**config.mk**
```make
export PLATFORM = sky130hd
export DESIGN_NAME = shared_gpio_port
export DESIGN_NICKNAME = d
export VERILOG_FILES = /design/src/rtl/shared_gpio_port.sv
export SDC_FILE = /design/constraint.sdc
export NUM_CORES = 1
export LEC_CHECK = 0
export ABC_AREA = 1
export CAP_MARGIN = 20
export CORE_MARGIN = 10
export CORE_UTILIZATION = 34
export CTS_CLUSTER_DIAMETER = 80
export DETAILED_ROUTE_END_ITERATION = 8
export MAX_ROUTING_LAYER = met4
export PLACE_DENSITY = 0.81
export SLEW_MARGIN = 20
export SYNTH_ARGS = -nofsm -noshare
export SYNTH_HDL_FRONTEND = slang
export SYNTH_SLANG_ARGS = --single-unit
```
**constraint.sdc**
```tcl
create_clock -name clk -period 1.22 [get_ports clk]
set_input_delay 0.244 -clock clk [delete_from_list [all_inputs] [get_ports clk]]
set_output_delay 0.244 -clock clk [all_outputs]
set_load 0.05 [all_outputs]
```
**src/rtl/shared_gpio_port.sv**
```systemverilog
module shared_gpio_port #(
  parameter int W = 8,
  parameter logic [W-1:0] IMPL_MASK = 8'b0111_1011
) (
  input  logic         clk,
  input  logic         rst_n,
  input  logic         dir_wr,
  input  logic         lat_wr,
  input  logic         port_wr,
  input  logic [W-1:0] wdata,
  input  logic         rd_dir,
  input  logic         rd_lat,
  input  logic         rd_port,
  output logic [W-1:0] rdata,
  input  logic [W-1:0] periph_en,
  input  logic [W-1:0] periph_oe,
  input  logic [W-1:0] periph_do,
  output logic [W-1:0] periph_di,
  input  logic [W-1:0] pin_in,
  output logic [W-1:0] pin_out,
  output logic [W-1:0] pin_oe
);

  logic [W-1:0] dir_q, lat_q, sync1_q, sync2_q, own;

  always_ff @(posedge clk or negedge rst_n) begin
    if (!rst_n) begin
      dir_q   <= IMPL_MASK;
      lat_q   <= '0;
      sync1_q <= '0;
      sync2_q <= '0;
    end else begin
      if (dir_wr)            dir_q <= wdata & IMPL_MASK;
      if (lat_wr || port_wr) lat_q <= wdata & IMPL_MASK;
      sync1_q <= pin_in & IMPL_MASK;
      sync2_q <= sync1_q;
    end
  end

  assign own       = periph_en & periph_oe & IMPL_MASK;
  assign pin_oe    = IMPL_MASK & (own | ~dir_q);
  assign pin_out   = IMPL_MASK & ((own & periph_do) | (~own & lat_q));
  assign periph_di = sync2_q;

  always_comb begin
    if (rd_port)     rdata = sync2_q;
    else if (rd_lat) rdata = lat_q;
    else if (rd_dir) rdata = dir_q;
    else             rdata = '0;
  end

  logic [1:0] since_rst;
  always_ff @(posedge clk or negedge rst_n) begin
    if (!rst_n)              since_rst <= '0;
    else if (since_rst != 2) since_rst <= since_rst + 2'd1;
  end

  assert_dir_load_R2: assert property (@(posedge clk) disable iff (!rst_n)
    dir_wr |=> (dir_q == ($past(wdata) & IMPL_MASK)));

  assert_latch_load_R3: assert property (@(posedge clk) disable iff (!rst_n)
    (lat_wr || port_wr) |=> (lat_q == ($past(wdata) & IMPL_MASK)));

  assert_latch_hold_R4: assert property (@(posedge clk) disable iff (!rst_n)
    !(lat_wr || port_wr) |=> $stable(lat_q));

  assert_periph_owns_R5: assert property (@(posedge clk) disable iff (!rst_n)
    ((pin_oe & own) == own) && (((pin_out ^ periph_do) & own) == '0));

  assert_port_controls_R6: assert property (@(posedge clk) disable iff (!rst_n)
    (((pin_oe ^ ~dir_q) & ~own & IMPL_MASK) == '0) &&
    (((pin_out ^ lat_q) & ~own & IMPL_MASK) == '0));

  assert_unimpl_quiet_R8: assert property (@(posedge clk) disable iff (!rst_n)
    ((pin_oe | pin_out | rdata | periph_di) & ~IMPL_MASK) == '0);

  assert_sync_depth_R9: assert property (@(posedge clk) disable iff (!rst_n)
    (since_rst == 2) |-> (periph_di == ($past(pin_in, 2) & IMPL_MASK)));

endmodule

```
# Word level (Yosys, flattened, before mapping)
# Cells that the tools add are included.
# totals
register_bits,24
# classes
n_mux,3
n_reduce_logical,1
n_bitwise,7
# ops
cell,count
$and 7x7->7,3
$mux 8,2
$not 7->7,2
$or 7x7->7,2
$mux 7,1
$logic_or 1x1->1,1

# Logic depth before layout (Yosys ltp)
# Gate-level depths: netlist of run 1.
# depth
word_depth,4
depth_mapped,5

# Worst setup path after synthesis of run 1
# Ideal clock, no wire load.
# synth_path
path_type,register -> output
startpoint,reg sync2_q[0] (netlist: periph_di[0])
endpoint,out rdata[0]
required_ps,976
t_arrival_ps,1377
n_path_buf,0
setup_slack_ps,-401
stages_incl_launch_ff,3
path_cell_list,dfrtp_1 nor2_1 nor2_1
# synth_between
elab_chain_cells,1
# synth_lines
element,line_no,text
from (decl),24,"logic [W-1:0] dir_q, lat_q, sync1_q, sync2_q, own;"
from (signal assigned),36,sync2_q <= sync1_q;
$mux 8,46,if (rd_port) rdata = sync2_q;
to (decl),14,"output logic [W-1:0] rdata,"
# No other way between the ends.

# Worst setup path in the final report of run 1
# layout_path
startpoint,reg dir_q[5]
endpoint,out rdata[5]
# layout_between
elab_chain_cells,3
# layout_lines
element,line_no,text
from (decl),24,
from (signal assigned),33,if (dir_wr) dir_q <= wdata & IMPL_MASK;
$mux 7,48,else if (rd_dir) rdata = dir_q;
$mux 8,47,else if (rd_lat) rdata = lat_q;
$mux 8,46,
# No other way between the ends.

==> results.yml, run 1 <==
run_status:
  status: "finished, violations left"
  violations: "setup timing"
critical_path:
  cp.arrival_ps: 1370
  endpoint_kind: "output pin"
  r2r_cells: 5
  cp_max_fo: 2
  r2r-start: "dir_q[1]"
  cp.required_ps: 980
  rr_endpoint: "dir_q[1]"
  critical_path_class: "register to output pin"
  reg2reg_slack_ps: 170
  cp-start-kind: "register"
sta:
  layout_setup_ws_ps: -391
  finalCritPeriodShare: 1.32
  tns_ps: -3650
  fmax_ghz: 0.621
  slew_violations: 0
  rsz0062_at_grt: "true"
  final-hold-violation-count: 0
  finalSetupViolCount: 18
  fin_crit_ps: 1610
  timing.hold.ws_ps: 288
  clock_skew_ps: 0.233
die:
  dieWidth_um: 77.8
  initial_core_util: 0.364
  dieArea_um2: 6060
  coreArea_um2: 3130
  ios: 80
  die_height_um: 77.8
  fp-row-count: 20
clocking:
  cts_tree: "built"
  clk_pin_slew_ps: 130
  cts_sinks: 24
  clk-insertion-delay-late_ps: 310
  clockBufferDepth: 2
  cts_root_buf: "clkbuf_4"
  holdBufCountCts: 0
  cts_htree_levels: 1
  cts_buffers: 3
route:
  ant_nets: 0
  drt_iter0_markers: 31
  via_per_inst: 4.50
  post-route-drc-count: 0
  dr.pass1.iters: 4
  vias: 1202
  wl_um: 3750
  routedWlPerCell_um: 14.0
yosys:
  synth_area_um2: 1140
  yosysWarnings: 0
  async_flop_share: 1.00
  synth_edf_count: 0
  ys_types: 14
  syn_inst: 146
  synth_area_leaders: "dfrtp_1 40%, nand2_1 20%, dfstp_2 14%"
  yosysTopAreaCell: "dfrtp_1"
  ys.flop_type: "dfrtp_1"
  ys_seq_elements: 24
  avgSynthCellArea_um2: 7.79
  netlist_top_cells_count: "60 x nand2_1, 24 x nor2_1, 18 x dfrtp_1"
  yosys.area.top_type_share: 0.396
  seq_area_frac_synth: 0.535
  yosysMostFrequentCell: "nand2_1"
global_route:
  grt.total_usage: 0.125
  grt-ovfl-total: 0
  antenna_found_initial: 0
  grt_start_max_net_pins: 25
  grt_pass1_vias: 1331
  grt_pass1_wl_um: 6150
place:
  hpwl_um: 2930
  port_buffers: 61
  dpl.cell_count: 256
  place.gp.congestion: 0.788
pwr:
  total_leakage_power_nw: 1.09
  ir_drop_v: 0.000716
  power_density_nw_per_um2: 1080
flow_run:
  cap_violations: 0
worst_hold_path:
  min_path_type: "input port to async pin"
layout:
  register_area_um2: 616
  syn_to_final_growth_pct: 104
  stdcell_count: 267
  drive_gt1_frac: 0.399
  fillers: 216
  multiInputGateArea_um2: 579
  n_antenna_cell: 0
  final_nets: 272
worst max path at each step:
stage,from,to,slack [ps],depth (start not counted)
3_5_place_dp,rd_lat,rdata[5],-400,7
4_1_cts,dir_q[6],rdata[6],-390,5
3_3_place_gp,rd_lat,rdata[3],-340,7
5_1_grt,dir_q[4],rdata[4],-440,5
6_report,dir_q[5],rdata[5],-390,5
2_1_floorplan,dir_q[0],rdata[0],20,4
report_power, final:
part	switching, mW	internal [mW]	leakage (nW)	total [mW]
Sequential	0.0421	0.866	0.269	0.908
Combinational	0.556	0.489	0.797	1.04
Clock	0.233	0.332	0.0279	0.565
Total	0.831	1.69	1.09	2.52
per-stage QoR:
step	utilization	total power, mW	instance area [um^2]	setup slack, ps
finish	0.743	2.52	2320	-391
global route	0.743	2.63	2320	-444
CTS	0.731	2.51	2290	-388
detailed placement	0.676	1.89	2110	-396
global placement	0.676	1.87	2110	-338
floorplan	-	1.37	1220	18.8
cells in the final DEF, fill, tap and decap left out:
master,n
nor2_2,9
nor2_1,10
dfstp_2,6
o21ai_1,6
nor2_4,6
dfrtp_1,12
nand2_4,6
nand3_1,6
buf_12,25
inv_1,6
bufinv_16,1
inv_4,1
o21ai_0,6
nand2_2,11
clkdlybuf4s50_1,24
dfrtp_2,6
buf_6,7
buf_4,8
dlygate4sd2_1,13
clkbuf_4,3
nand2_1,43
conb_1,8
area by class of cell:
class | instances | share of cell area
repair buffers | 77 | 0.427
flip-flops and latches | 24 | 0.265
multi-input cells | 111 | 0.249
well taps | 44 | 0.0237
clock inverters | 1 | 0.0129
inverters | 7 | 0.0124
clock buffers | 3 | 0.00969
cells by family after synthesis:
kind of cell    after synthesis  synth area share
other cells                   1           0.00330
flops                        24             0.535
buf+inv                      18             0.100
compound gates               12            0.0528
simple gates                 91             0.309
worst max-delay path: stages (launching register included):
cell and delay (ps):
dfstp_2 570, nand2_1 60, nor2_1 120, nor2_2 60, nor2_4 100, buf_12 140
registers in the layout (all words and copies together), names as in the netlist:
| signal | count |
|---|---|
| periph_di | 6 |
| sync1_q | 6 |
| dir_q | 6 |
| lat_q | 6 |
per-layer routing:
layer	track usage	up-vias	wire, um
met1	0.132	565	1480
li1	-	588	-
met3	0.0276	4	201
met2	0.230	45	2040
met4	0.0310	0	18
met5	-	-	0
repair_timing:
| action | CTS | global route |
|---|---|---|
| setup endpoints to repair | 18 | 18 |
| buffers inserted | 6 | 7 |
| pin swaps | 9 | 4 |
| gates resized for setup | 46 | 10 |
Note: power is estimated with default switching activity, not from simulation.
==> run 2: changes to the inputs <==
--- a/config.mk
+++ b/config.mk
@@ -6,6 +6,7 @@
 export NUM_CORES = 1
 export LEC_CHECK = 0
 export ABC_AREA = 1
+export ABC_CLOCK_PERIOD_IN_PS = 1220
 export CAP_MARGIN = 20
 export CORE_MARGIN = 10
 export CORE_UTILIZATION = 34
==> results of run 2 <==
Same layout as run 1: the final DEF is identical, and so are final timing and power.
==> run 3: changes to the inputs <==
--- a/config.mk
+++ b/config.mk
@@ -12,6 +12,7 @@
 export CORE_UTILIZATION = 34
 export CTS_CLUSTER_DIAMETER = 80
 export DETAILED_ROUTE_END_ITERATION = 8
+export GPL_ROUTABILITY_DRIVEN = 0
 export MAX_ROUTING_LAYER = met4
 export PLACE_DENSITY = 0.81
 export SLEW_MARGIN = 20
==> constraint.sdc (replaced) <==
create_clock -name clk -period 1.22 [get_ports clk]
set_input_delay 0.122 -clock clk [delete_from_list [all_inputs] [get_ports clk]]
set_output_delay 0.122 -clock clk [all_outputs]
set_load 0.05 [all_outputs]
==> results.yml, run 3 (synthesis results as in run 1) <==
run_status:
  status: "finished, violations left"
  violations: "setup timing"
layout:
  multiInputGateArea_um2: 557
  n_antenna_cell: 0
  register_area_um2: 608
  stdcell_count: 263
  fillers: 236
  fin_area_um2: 2250
  final_nets: 268
  layout_commonest_cell: "nand2_1"
  syn_to_final_growth_pct: 97.7
  mostFrequentLayoutCells: "46 x nand2_1, 37 x clkdlybuf4s50_1, 25 x buf_12, 18 x dfrtp_1, 16 x nor2_1"
  drive_gt1_frac: 0.315
pwr:
  total_leakage_power_nw: 1.05
  ir_drop_v: 0.000677
  power_density_nw_per_um2: 1020
worst_hold_path:
  min_path_type: "input port to async pin"
route:
  drt_iter0_markers: 48
  ant_nets: 0
  dr.pass1.iters: 6
  post-route-drc-count: 0
  via_per_inst: 4.65
  wl_um: 3880
  vias: 1222
  routedWlPerCell_um: 14.7
place:
  placed_cell_area_um2: 2050
  port_buffers: 61
  hpwl_um: 2830
  dpl.cell_count: 249
clocking:
  clk_pin_slew_ps: 130
  clk-insertion-delay-late_ps: 300
  cts_sinks: 24
  cts_htree_levels: 1
  cts_root_buf: "clkbuf_4"
  cts_buffers: 3
  clockBufferDepth: 2
  cts_tree: "built"
critical_path:
  crit_start: "dir_q[1]"
  path_cells: "nand2_1 -> nor2_2 -> nor2_2 -> nor2_4 -> buf_12"
  cpMostUsedCell: "nor2_2"
  cp_top_family: "flip-flops"
  cp-start-kind: "register"
  max_stage_delay_ps: 570
  r2r_cells: 4
  crit_slowest_cell: "dfstp_2"
  worst-path-buf-inv: 1
  cp.arrival_ps: 1350
  endpoint_kind: "output pin"
  cp.required_ps: 1100
  r2r-start: "dir_q[6]"
  critical_path_class: "register to output pin"
  cp_max_fo: 2
  cp.depth: 5
sta:
  clock_skew_ps: 0.683
  fmax_ghz: 0.679
  slew_violations: 0
  layout_setup_ws_ps: -253
  rsz0062_at_grt: "true"
  fin_crit_ps: 1470
  final-hold-violation-count: 0
  timing.hold.ws_ps: 143
  finalCritPeriodShare: 1.21
  finalSetupViolCount: 12
flow_run:
  cap_violations: 0
die:
  dieWidth_um: 77.8
  ios: 80
  fp-row-count: 20
  coreArea_um2: 3130
  initial_core_util: 0.364
  die_height_um: 77.8
  dieArea_um2: 6060
global_route:
  grt_pass1_wl_um: 5860
  grt.total_usage: 0.119
  grt_start_max_net_pins: 25
  grt_pass1_vias: 1212
  antenna_found_initial: 0
  grt-ovfl-total: 0
## run 3: changes by cell type in the layout (fill, tap and decap cells not counted), sizes merged
cell / before / now
clkdlybuf4s50: 24 / 37
dlygate4sd2: 13 / 0
clkbuf: 3 / 4
bufinv: 1 / 0
buf: 40 / 36
## run 3: final timing paths
path | slack, ps | endpoint
worst max-delay path | -250 | rdata[1]
worst min-delay path | 140 | sync1_q[3]
worst max register to register | 230 | dir_q[6]
worst min register to register | 360 | periph_di[1]
max in group asynchronous | 850 | dir_q[3]
min in group clk | 240 | sync1_q[1]
## run 3: routing by layer
layer | track usage | wire, um
met1 | 0.134 | 1550
met2 | 0.209 | 2090
met3 | 0.0323 | 239
met4 | 0.0164 | 0
met5 | - | 0
## run 3: power by group
group | total, mW | internal, mW | switching, mW | leakage [nW]
clock | 0.352 | 0.127 | 0.224 | 0.0150
sequential | 0.908 | 0.864 | 0.0445 | 0.274
combinational | 1.04 | 0.488 | 0.549 | 0.757
total | 2.30 | 1.48 | 0.818 | 1.05
## run 3: area by class of cell
cell class | instances | area share
timing repair buffer | 73 | 0.434
sequential | 24 | 0.270
clock buffer | 4 | 0.0117
inverter | 7 | 0.0117
multi-input combinational | 111 | 0.248
tap | 44 | 0.0245
## run 3: worst register-to-register path: stages (launching register included)
cell and delay [ps]:
dfstp_2 570, buf_6 110, buf_4 90, inv_1 30, o21ai_1 120
## run 3: through the flow
step	TNS [ps]	power [mW]	setup WS (ps)	utilization
after global routing	-2740	2.40	-339	0.719
after detailed placement	-564	1.86	-117	0.657
final	-1940	2.30	-253	0.719
after global placement	-463	1.84	-81.0	0.657
after CTS	-1940	2.27	-250	0.693
after floorplan	0	1.37	38.1	-
## run 3: timing repair
action,4_1_cts,5_1_grt
setup buffers,6,6
endpoints found under the setup margin,12,18
hold buffers,0,0
endpoints found under the hold margin,0,0
pin swaps,1,3
resized for setup,12,18
